### src/rtl/slc96_pkg.sv
package slc96_pkg;

  localparam int unsigned SLC_PAT_W   = 12;
  localparam int unsigned SLC_MSG_W   = 24;
  localparam int unsigned SLC_REG_W   = 8;
  localparam logic [SLC_PAT_W-1:0] SLC_PATTERN = 12'b000111000111;

  typedef enum logic [1:0] {
    SYNC_HUNT    = 2'd0,
    SYNC_CONFIRM = 2'd1,
    SYNC_LOCK    = 2'd2
  } sync_state_t;

endpackage

### src/rtl/slc96_mf_tracker.sv
module slc96_mf_tracker
  import slc96_pkg::*;
#(
  parameter int unsigned PAT_W      = SLC_PAT_W,
  parameter int unsigned MSG_W      = SLC_MSG_W,
  parameter logic [PAT_W-1:0] PATTERN = SLC_PATTERN,
  parameter int unsigned MISS_LIMIT = 2
) (
  input  logic clk,
  input  logic rst_n,
  input  logic active,
  input  logic frm_vld,
  input  logic frm_bit,
  input  logic frm_is_ft,
  output logic msg_stb,
  output logic mf_load,
  output logic locked
);

  localparam int unsigned FS_SLOTS   = PAT_W + MSG_W;
  localparam int unsigned MF_FRAMES  = 2 * FS_SLOTS;
  localparam int unsigned CNT_W      = $clog2(MF_FRAMES);
  localparam int unsigned CHK_FRAME  = 2 * PAT_W - 1;
  localparam int unsigned LAST_FRAME = MF_FRAMES - 1;
  localparam int unsigned MISS_W     = $clog2(MISS_LIMIT + 1);

  sync_state_t         state_q, state_d;
  logic [CNT_W-1:0]    cnt_q, cnt_d;
  logic [PAT_W-1:0]    win_q, win_d;
  logic [MISS_W-1:0]   miss_q, miss_d;
  logic                mf_ok_q, mf_ok_d;

  logic             any_stb, fs_stb, at_chk, pat_hit;
  logic [PAT_W-1:0] win_next;

  assign any_stb  = active & frm_vld;
  assign fs_stb   = any_stb & ~frm_is_ft;
  assign win_next = {win_q[PAT_W-2:0], frm_bit};
  assign pat_hit  = (win_next == PATTERN);
  assign at_chk   = fs_stb && (cnt_q == CNT_W'(CHK_FRAME));

  always_comb begin
    state_d = state_q;
    cnt_d   = cnt_q;
    win_d   = win_q;
    miss_d  = miss_q;
    mf_ok_d = mf_ok_q;
    if (!active) begin
      state_d = SYNC_HUNT;
      cnt_d   = '0;
      win_d   = '0;
      miss_d  = '0;
      mf_ok_d = 1'b0;
    end else begin
      if (fs_stb) begin
        win_d = win_next;
      end
      if (any_stb) begin
        cnt_d = (cnt_q == CNT_W'(LAST_FRAME)) ? '0 : cnt_q + 1'b1;
      end
      unique case (state_q)
        SYNC_HUNT: begin
          if (fs_stb && pat_hit) begin
            state_d = SYNC_CONFIRM;
            cnt_d   = CNT_W'(CHK_FRAME + 1);
          end
        end
        SYNC_CONFIRM: begin
          if (at_chk) begin
            if (pat_hit) begin
              state_d = SYNC_LOCK;
              mf_ok_d = 1'b1;
              miss_d  = '0;
            end else begin
              state_d = SYNC_HUNT;
            end
          end
        end
        SYNC_LOCK: begin
          if (at_chk) begin
            if (pat_hit) begin
              mf_ok_d = 1'b1;
              miss_d  = '0;
            end else begin
              mf_ok_d = 1'b0;
              if (miss_q == MISS_W'(MISS_LIMIT - 1)) begin
                state_d = SYNC_HUNT;
                miss_d  = '0;
              end else begin
                miss_d = miss_q + 1'b1;
              end
            end
          end
        end
        default: state_d = SYNC_HUNT;
      endcase
    end
  end

  always_ff @(posedge clk or negedge rst_n) begin
    if (!rst_n) begin
      state_q <= SYNC_HUNT;
      cnt_q   <= '0;
      win_q   <= '0;
      miss_q  <= '0;
      mf_ok_q <= 1'b0;
    end else begin
      state_q <= state_d;
      cnt_q   <= cnt_d;
      win_q   <= win_d;
      miss_q  <= miss_d;
      mf_ok_q <= mf_ok_d;
    end
  end

  assign locked  = (state_q == SYNC_LOCK);
  assign msg_stb = locked && fs_stb && (cnt_q > CNT_W'(CHK_FRAME));
  assign mf_load = locked && fs_stb && (cnt_q == CNT_W'(LAST_FRAME)) && mf_ok_q;

endmodule

### src/rtl/slc96_msg_stage.sv
module slc96_msg_stage
  import slc96_pkg::*;
#(
  parameter int unsigned MSG_W  = SLC_MSG_W,
  parameter int unsigned REG_W  = SLC_REG_W,
  parameter int unsigned RSEL_W = 2
) (
  input  logic              clk,
  input  logic              rst_n,
  input  logic              shift_en,
  input  logic              bit_in,
  input  logic              load,
  input  logic [RSEL_W-1:0] rd_sel,
  output logic [REG_W-1:0]  rd_data
);

  localparam int unsigned NUM_REGS = MSG_W / REG_W;

  logic [MSG_W-1:0] stage_q, stage_d;
  logic [MSG_W-1:0] hold_q, hold_d;
  logic [MSG_W-1:0] stage_shifted;
  logic [REG_W-1:0] hold_bytes [NUM_REGS];

  assign stage_shifted = {stage_q[MSG_W-2:0], bit_in};

  always_comb begin
    stage_d = stage_q;
    hold_d  = hold_q;
    if (shift_en) begin
      stage_d = stage_shifted;
    end
    if (load) begin
      hold_d = stage_shifted;
    end
  end

  always_ff @(posedge clk or negedge rst_n) begin
    if (!rst_n) begin
      stage_q <= '0;
      hold_q  <= '0;
    end else begin
      stage_q <= stage_d;
      hold_q  <= hold_d;
    end
  end

  for (genvar g = 0; g < NUM_REGS; g++) begin : g_bytes
    assign hold_bytes[g] = hold_q[MSG_W-1-g*REG_W -: REG_W];
  end

  always_comb begin
    rd_data = '0;
    for (int i = 0; i < NUM_REGS; i++) begin
      if (rd_sel == RSEL_W'(i)) begin
        rd_data = hold_bytes[i];
      end
    end
  end

endmodule

### src/rtl/slc96_upd_notify.sv
module slc96_upd_notify (
  input  logic clk,
  input  logic rst_n,
  input  logic load,
  input  logic clr,
  output logic flag,
  output logic irq
);

  logic flag_d;

  always_comb begin
    flag_d = flag;
    if (clr) begin
      flag_d = 1'b0;
    end
    if (load) begin
      flag_d = 1'b1;
    end
  end

  always_ff @(posedge clk or negedge rst_n) begin
    if (!rst_n) begin
      flag <= 1'b0;
      irq  <= 1'b0;
    end else begin
      flag <= flag_d;
      irq  <= load;
    end
  end

endmodule

### src/rtl/slc96_rx_extractor.sv
module slc96_rx_extractor
  import slc96_pkg::*;
#(
  parameter int unsigned PAT_W      = SLC_PAT_W,
  parameter int unsigned MSG_W      = SLC_MSG_W,
  parameter int unsigned REG_W      = SLC_REG_W,
  parameter logic [PAT_W-1:0] PATTERN = SLC_PATTERN,
  parameter int unsigned MISS_LIMIT = 2,
  parameter int unsigned RSEL_W     = 2
) (
  input  logic              clk,
  input  logic              rst_n,
  input  logic              rx_en,
  input  logic              d4_sel,
  input  logic              xcouple_sel,
  input  logic              frm_vld,
  input  logic              frm_bit,
  input  logic              frm_is_ft,
  input  logic              flag_clr,
  input  logic [RSEL_W-1:0] rd_sel,
  output logic [REG_W-1:0]  rd_data,
  output logic              upd_flag,
  output logic              upd_irq,
  output logic              mf_aligned
);

  logic [1:0] rst_sync_q;
  logic       core_rst_n;
  logic       active;
  logic       msg_stb;
  logic       mf_load;

  always_ff @(posedge clk or negedge rst_n) begin
    if (!rst_n) begin
      rst_sync_q <= 2'b00;
    end else begin
      rst_sync_q <= {rst_sync_q[0], 1'b1};
    end
  end
  assign core_rst_n = rst_sync_q[1];

  assign active = rx_en & d4_sel & xcouple_sel;

  slc96_mf_tracker #(
    .PAT_W      (PAT_W),
    .MSG_W      (MSG_W),
    .PATTERN    (PATTERN),
    .MISS_LIMIT (MISS_LIMIT)
  ) u_tracker (
    .clk       (clk),
    .rst_n     (core_rst_n),
    .active    (active),
    .frm_vld   (frm_vld),
    .frm_bit   (frm_bit),
    .frm_is_ft (frm_is_ft),
    .msg_stb   (msg_stb),
    .mf_load   (mf_load),
    .locked    (mf_aligned)
  );

  slc96_msg_stage #(
    .MSG_W  (MSG_W),
    .REG_W  (REG_W),
    .RSEL_W (RSEL_W)
  ) u_stage (
    .clk      (clk),
    .rst_n    (core_rst_n),
    .shift_en (msg_stb),
    .bit_in   (frm_bit),
    .load     (mf_load),
    .rd_sel   (rd_sel),
    .rd_data  (rd_data)
  );

  slc96_upd_notify u_notify (
    .clk   (clk),
    .rst_n (core_rst_n),
    .load  (mf_load),
    .clr   (flag_clr),
    .flag  (upd_flag),
    .irq   (upd_irq)
  );

endmodule

### config.mk
export PLATFORM = sky130hd
export DESIGN_NAME = slc96_rx_extractor
export DESIGN_NICKNAME = d
export VERILOG_FILES = /design/src/rtl/slc96_pkg.sv /design/src/rtl/slc96_mf_tracker.sv /design/src/rtl/slc96_msg_stage.sv /design/src/rtl/slc96_upd_notify.sv /design/src/rtl/slc96_rx_extractor.sv
export SDC_FILE = /design/constraint.sdc
export NUM_CORES = 1
export LEC_CHECK = 0
export BUFFER_PORTS_ARGS = -buffer_cell sky130_fd_sc_hd__buf_4
export CORE_MARGIN = 2
export CORE_UTILIZATION = 30
export CTS_CLUSTER_DIAMETER = 80
export DETAILED_ROUTE_END_ITERATION = 16
export PLACE_DENSITY = 0.52
export SLEW_MARGIN = 20
export SYNTH_ARGS = -nofsm -noshare
export SYNTH_HDL_FRONTEND = slang
export SYNTH_HIERARCHICAL = 1
export SYNTH_SLANG_ARGS = --single-unit
### constraint.sdc
create_clock -name clk -period 3.1 [get_ports clk]
set_input_delay 0.465 -clock clk [delete_from_list [all_inputs] [get_ports clk]]
set_output_delay 0.465 -clock clk [all_outputs]
set_load 0.05 [all_outputs]
==> impl_metrics.ini <==
[timing]
worst_slew_pin_slew_ns = 0.9024
fin_setup_tns_ns = 0
layout_min_cycle_time_ns = 2.397
timing.final.max_slew_violations = 0
grt_setup_unrepaired = no
min_period_over_period_pct = 77.32
report.final.setup_viol = 0
hold-worst-slack_ns = 0.3547
max_slew_margin_pct = 39.84
clock_skew_ns = 0.004585
timing_hold_violations_final = 0
timing.fmax_mhz = 417.2

[global_route]
global_route.usage.met3_pct = 4.292
gr-usage-all-layers_pct = 11.02
grt_first_pass_wirelength_mm = 10.05
gr-usage-met1_pct = 14.97
grt_start_max_net_pins = 73
antenna_violations_before_repair = 0
grt_pass1_vias = 1968
most_used_routing_layer_in_global_routing = met2
met2_usage_in_global_routing_pct = 16.30
globalRoute.totalOverflow = 0

[cells_and_area]
multi_input_comb_area_um2 = 1396
filler_cell_count = 1100
layout.area.seq_um2 = 1853
final_nets = 294
antenna_cells = 0
layout-drive-gt1-share_pct = 34.27
areaGrowthSynthToFinish_pct = 17.52

[critical_path]
critical-path-max-stage-delay_ns = 0.39
worstPathArrival_ns = 2.60
category_of_cells_accounting_for_the_largest_share_of_critical_path_delay = simple AND/OR/NAND/NOR gates
worstReg2RegStart = u_tracker/cnt_q[0]
critPathLaunch = u_tracker/cnt_q[0]
cp_num_cells = 6
reg2reg_setup_slack_ns = 0.70
crit_type = register to register
worst_r2r_path_depth = 6
critical_path.cell_chain = ha_1, and3b_1, nor4bb_4, and4_1, buf_4, mux2_2
critical_path_required_ns = 3.30
critical-path-slowest-cell = sky130_fd_sc_hd__dfrtp_1
crit_path_start_kind = register
critical_path_fanouts_max = 26
reg2reg_to = u_stage/hold_bytes[23]
cp-end-kind = register
cp.buffers_inverters = 1

[pwr]
cellPowerDensity_nw_per_um2 = 547.3
max_vdd_drop_v = 0.0002390
cellLeakagePower_uw = 0.001845

[synth]
syn_area_um2 = 3384
yosys_register_bits = 74
proportion_of_synthesized_chip_area_in_sequential_cells_pct = 54.71
post_synth_num_cell_types = 46
synth.top_cell.area_share_pct = 54.71
synthesized_nets = 270
syn_inst = 258
yosysTopAreaCell = sky130_fd_sc_hd__dfrtp_1
syn_area_per_cell_um2 = 13.12
ys_top_cells_by_area = sky130_fd_sc_hd__dfrtp_1, sky130_fd_sc_hd__mux2_2, sky130_fd_sc_hd__mux2_4
synth.yosys.warnings = 6

[drt]
wl_mm = 6.091
detailedRoute.firstPassIterationCount = 4
route.detailed.vias_per_inst = 4.681
postRouteAntennaNets = 0
drt_drc_violations_left = 0
vias = 1994
drt_iter0_drc = 82
routedWlPerCell_um = 14.30

[floorplanning]
design.die.area_um2 = 12150
placementRows = 38
initial_core_util_pct = 30.95
design.core.area_um2 = 10940
ios = 22
die_w_um = 110.2
die_y_um = 110.2

[placement]
buffer_ports.inserted = 21
dp_hpwl_mm = 4.012
place_congestion = 0.7636

[min_path]
min-delay-start = rst_sync_q[0]
holdPathEnd = rst_sync_q[1]
hold_path.class = register to register
timing.hold.worst_path_depth = 0

[clock_network]
clk_path_buf_depth = 2
tritoncts_num_sinks = 74
cts_root_buffer = sky130_fd_sc_hd__clkbuf_16
cts.reportedPaths.clkPinSlew_ns = 0.06
tritoncts.num_buffers = 9
clkLatencyLatePin_ns = 0.32
cts_tree = built
cts_htree_levels = 3
cts_repair_resize_count = 0

[flow_run]
max_cap_viol_count = 0

[status]
run_status = complete, no violations
how the worst max path moves through the flow:
stage	end	slack, ns
3_3_place_gp	u_stage/hold_bytes[23]	0.80
2_1_floorplan	u_stage/stage_q[0]	0.75
4_1_cts	u_stage/hold_bytes[23]	0.69
6_report	u_stage/hold_bytes[23]	0.70
5_1_grt	u_stage/hold_bytes[23]	0.54
3_5_place_dp	u_stage/hold_bytes[23]	0.69
cells in the mapped netlist, drive strengths merged:
master / instances
nor4b: 1
nor4bb: 1
and4: 1
and3b: 2
a31o: 1
nand2b: 3
a21boi: 1
and3: 5
nor2: 6
o31a: 1
inv: 4
and4b: 1
a211oi: 4
xor2: 4
a21o: 2
and4bb: 1
mux2i: 8
mux2: 47
a21oi: 5
buf: 11
dfrtp: 74
nor3: 1
nand4: 3
o2bb2ai: 8
o22ai: 1
nand2: 28
clkbuf: 3
or2: 1
o21a: 1
nand3: 4
nand3b: 2
or3: 1
o21ai: 16
a31oi: 1
conb: 1
nor2b: 2
ha: 1
or3b: 1
cells in the final DEF (no fill, tap or decap), types with 4 or more instances in the layout:
cell                        synthesis  routed
sky130_fd_sc_hd__a211oi_1           4       4
sky130_fd_sc_hd__a21oi_1            5       4
sky130_fd_sc_hd__and3_1             4       4
sky130_fd_sc_hd__buf_4              4      26
sky130_fd_sc_hd__clkbuf_16          0       9
sky130_fd_sc_hd__dfrtp_1           74      73
sky130_fd_sc_hd__inv_1              4       4
sky130_fd_sc_hd__mux2_2            27      27
sky130_fd_sc_hd__mux2_4            20      20
sky130_fd_sc_hd__mux2i_1            8       8
sky130_fd_sc_hd__nand2_1           28      28
sky130_fd_sc_hd__nor2_1             6       6
sky130_fd_sc_hd__o21ai_0           15      15
sky130_fd_sc_hd__o2bb2ai_1          8       8
sky130_fd_sc_hd__xor2_1             4       4
registers in the layout (all words and copies together), names as in the netlist:
register and flops:
u_stage/stage_q 23, u_tracker/mf_ok_q 1, u_stage/hold_bytes 24, rst_sync_q 2, u_tracker/miss_q 2, u_tracker/cnt_q 7, u_notify/irq 1, u_tracker/state_q 2
u_tracker/win_q 11, u_notify/flag 1
layer usage:
metal  vias to the layer above  routed length (um)
met2                        30                2731
met5                         -                   0
met3                         4                 209
met1                       993                3107
met4                         0                  43
li1                        967                   -
layout make-up:
type                       instances  area share [%]
inverter                           4          0.3775
multi-input combinational        166           35.11
timing repair buffer              27           5.159
clock inverter                     5           2.611
tap                              140           4.404
clock buffer                      10           5.757
sequential                        74           46.59
power breakdown:
group	leakage, uW	internal [uW]	switching, uW
logic	0.000654	15.8	34.8
clock network	0.000163	781	376
registers	0.00103	968	0.890
total	0.00184	1770	411
what timing repair did:
action,in CTS,in global routing
setup buffers,0,0
endpoints found under the hold margin,2,0
hold buffers,1,0
setup endpoints to repair,0,0
metrics by stage:
stage	area, um2	util (%)	std cells	power (uW)	setup WS, ns
floorplan	3385	-	258	1019	0.7506
global placement	3635	33.24	410	1038	0.7960
detailed placement	3635	33.24	410	1038	0.6897
CTS	3978	36.37	426	2214	0.6910
global route	3978	36.37	426	2266	0.5442
finish	3978	36.37	426	2177	0.7032
kinds of logic after synthesis:
group / Yosys count / share of synthesized area [%]
adder cells (fa/ha/maj): 1 / 0.3696
AO/OA/AOI/OAI: 41 / 7.838
XOR/XNOR: 4 / 1.035
other: 1 / 0.1108
buffers and inverters: 18 / 4.140
flip-flops: 74 / 54.71
multiplexers: 55 / 20.22
AND/OR/NAND/NOR: 64 / 11.57
No activity file was read; power rests on OpenSTA's default activity.
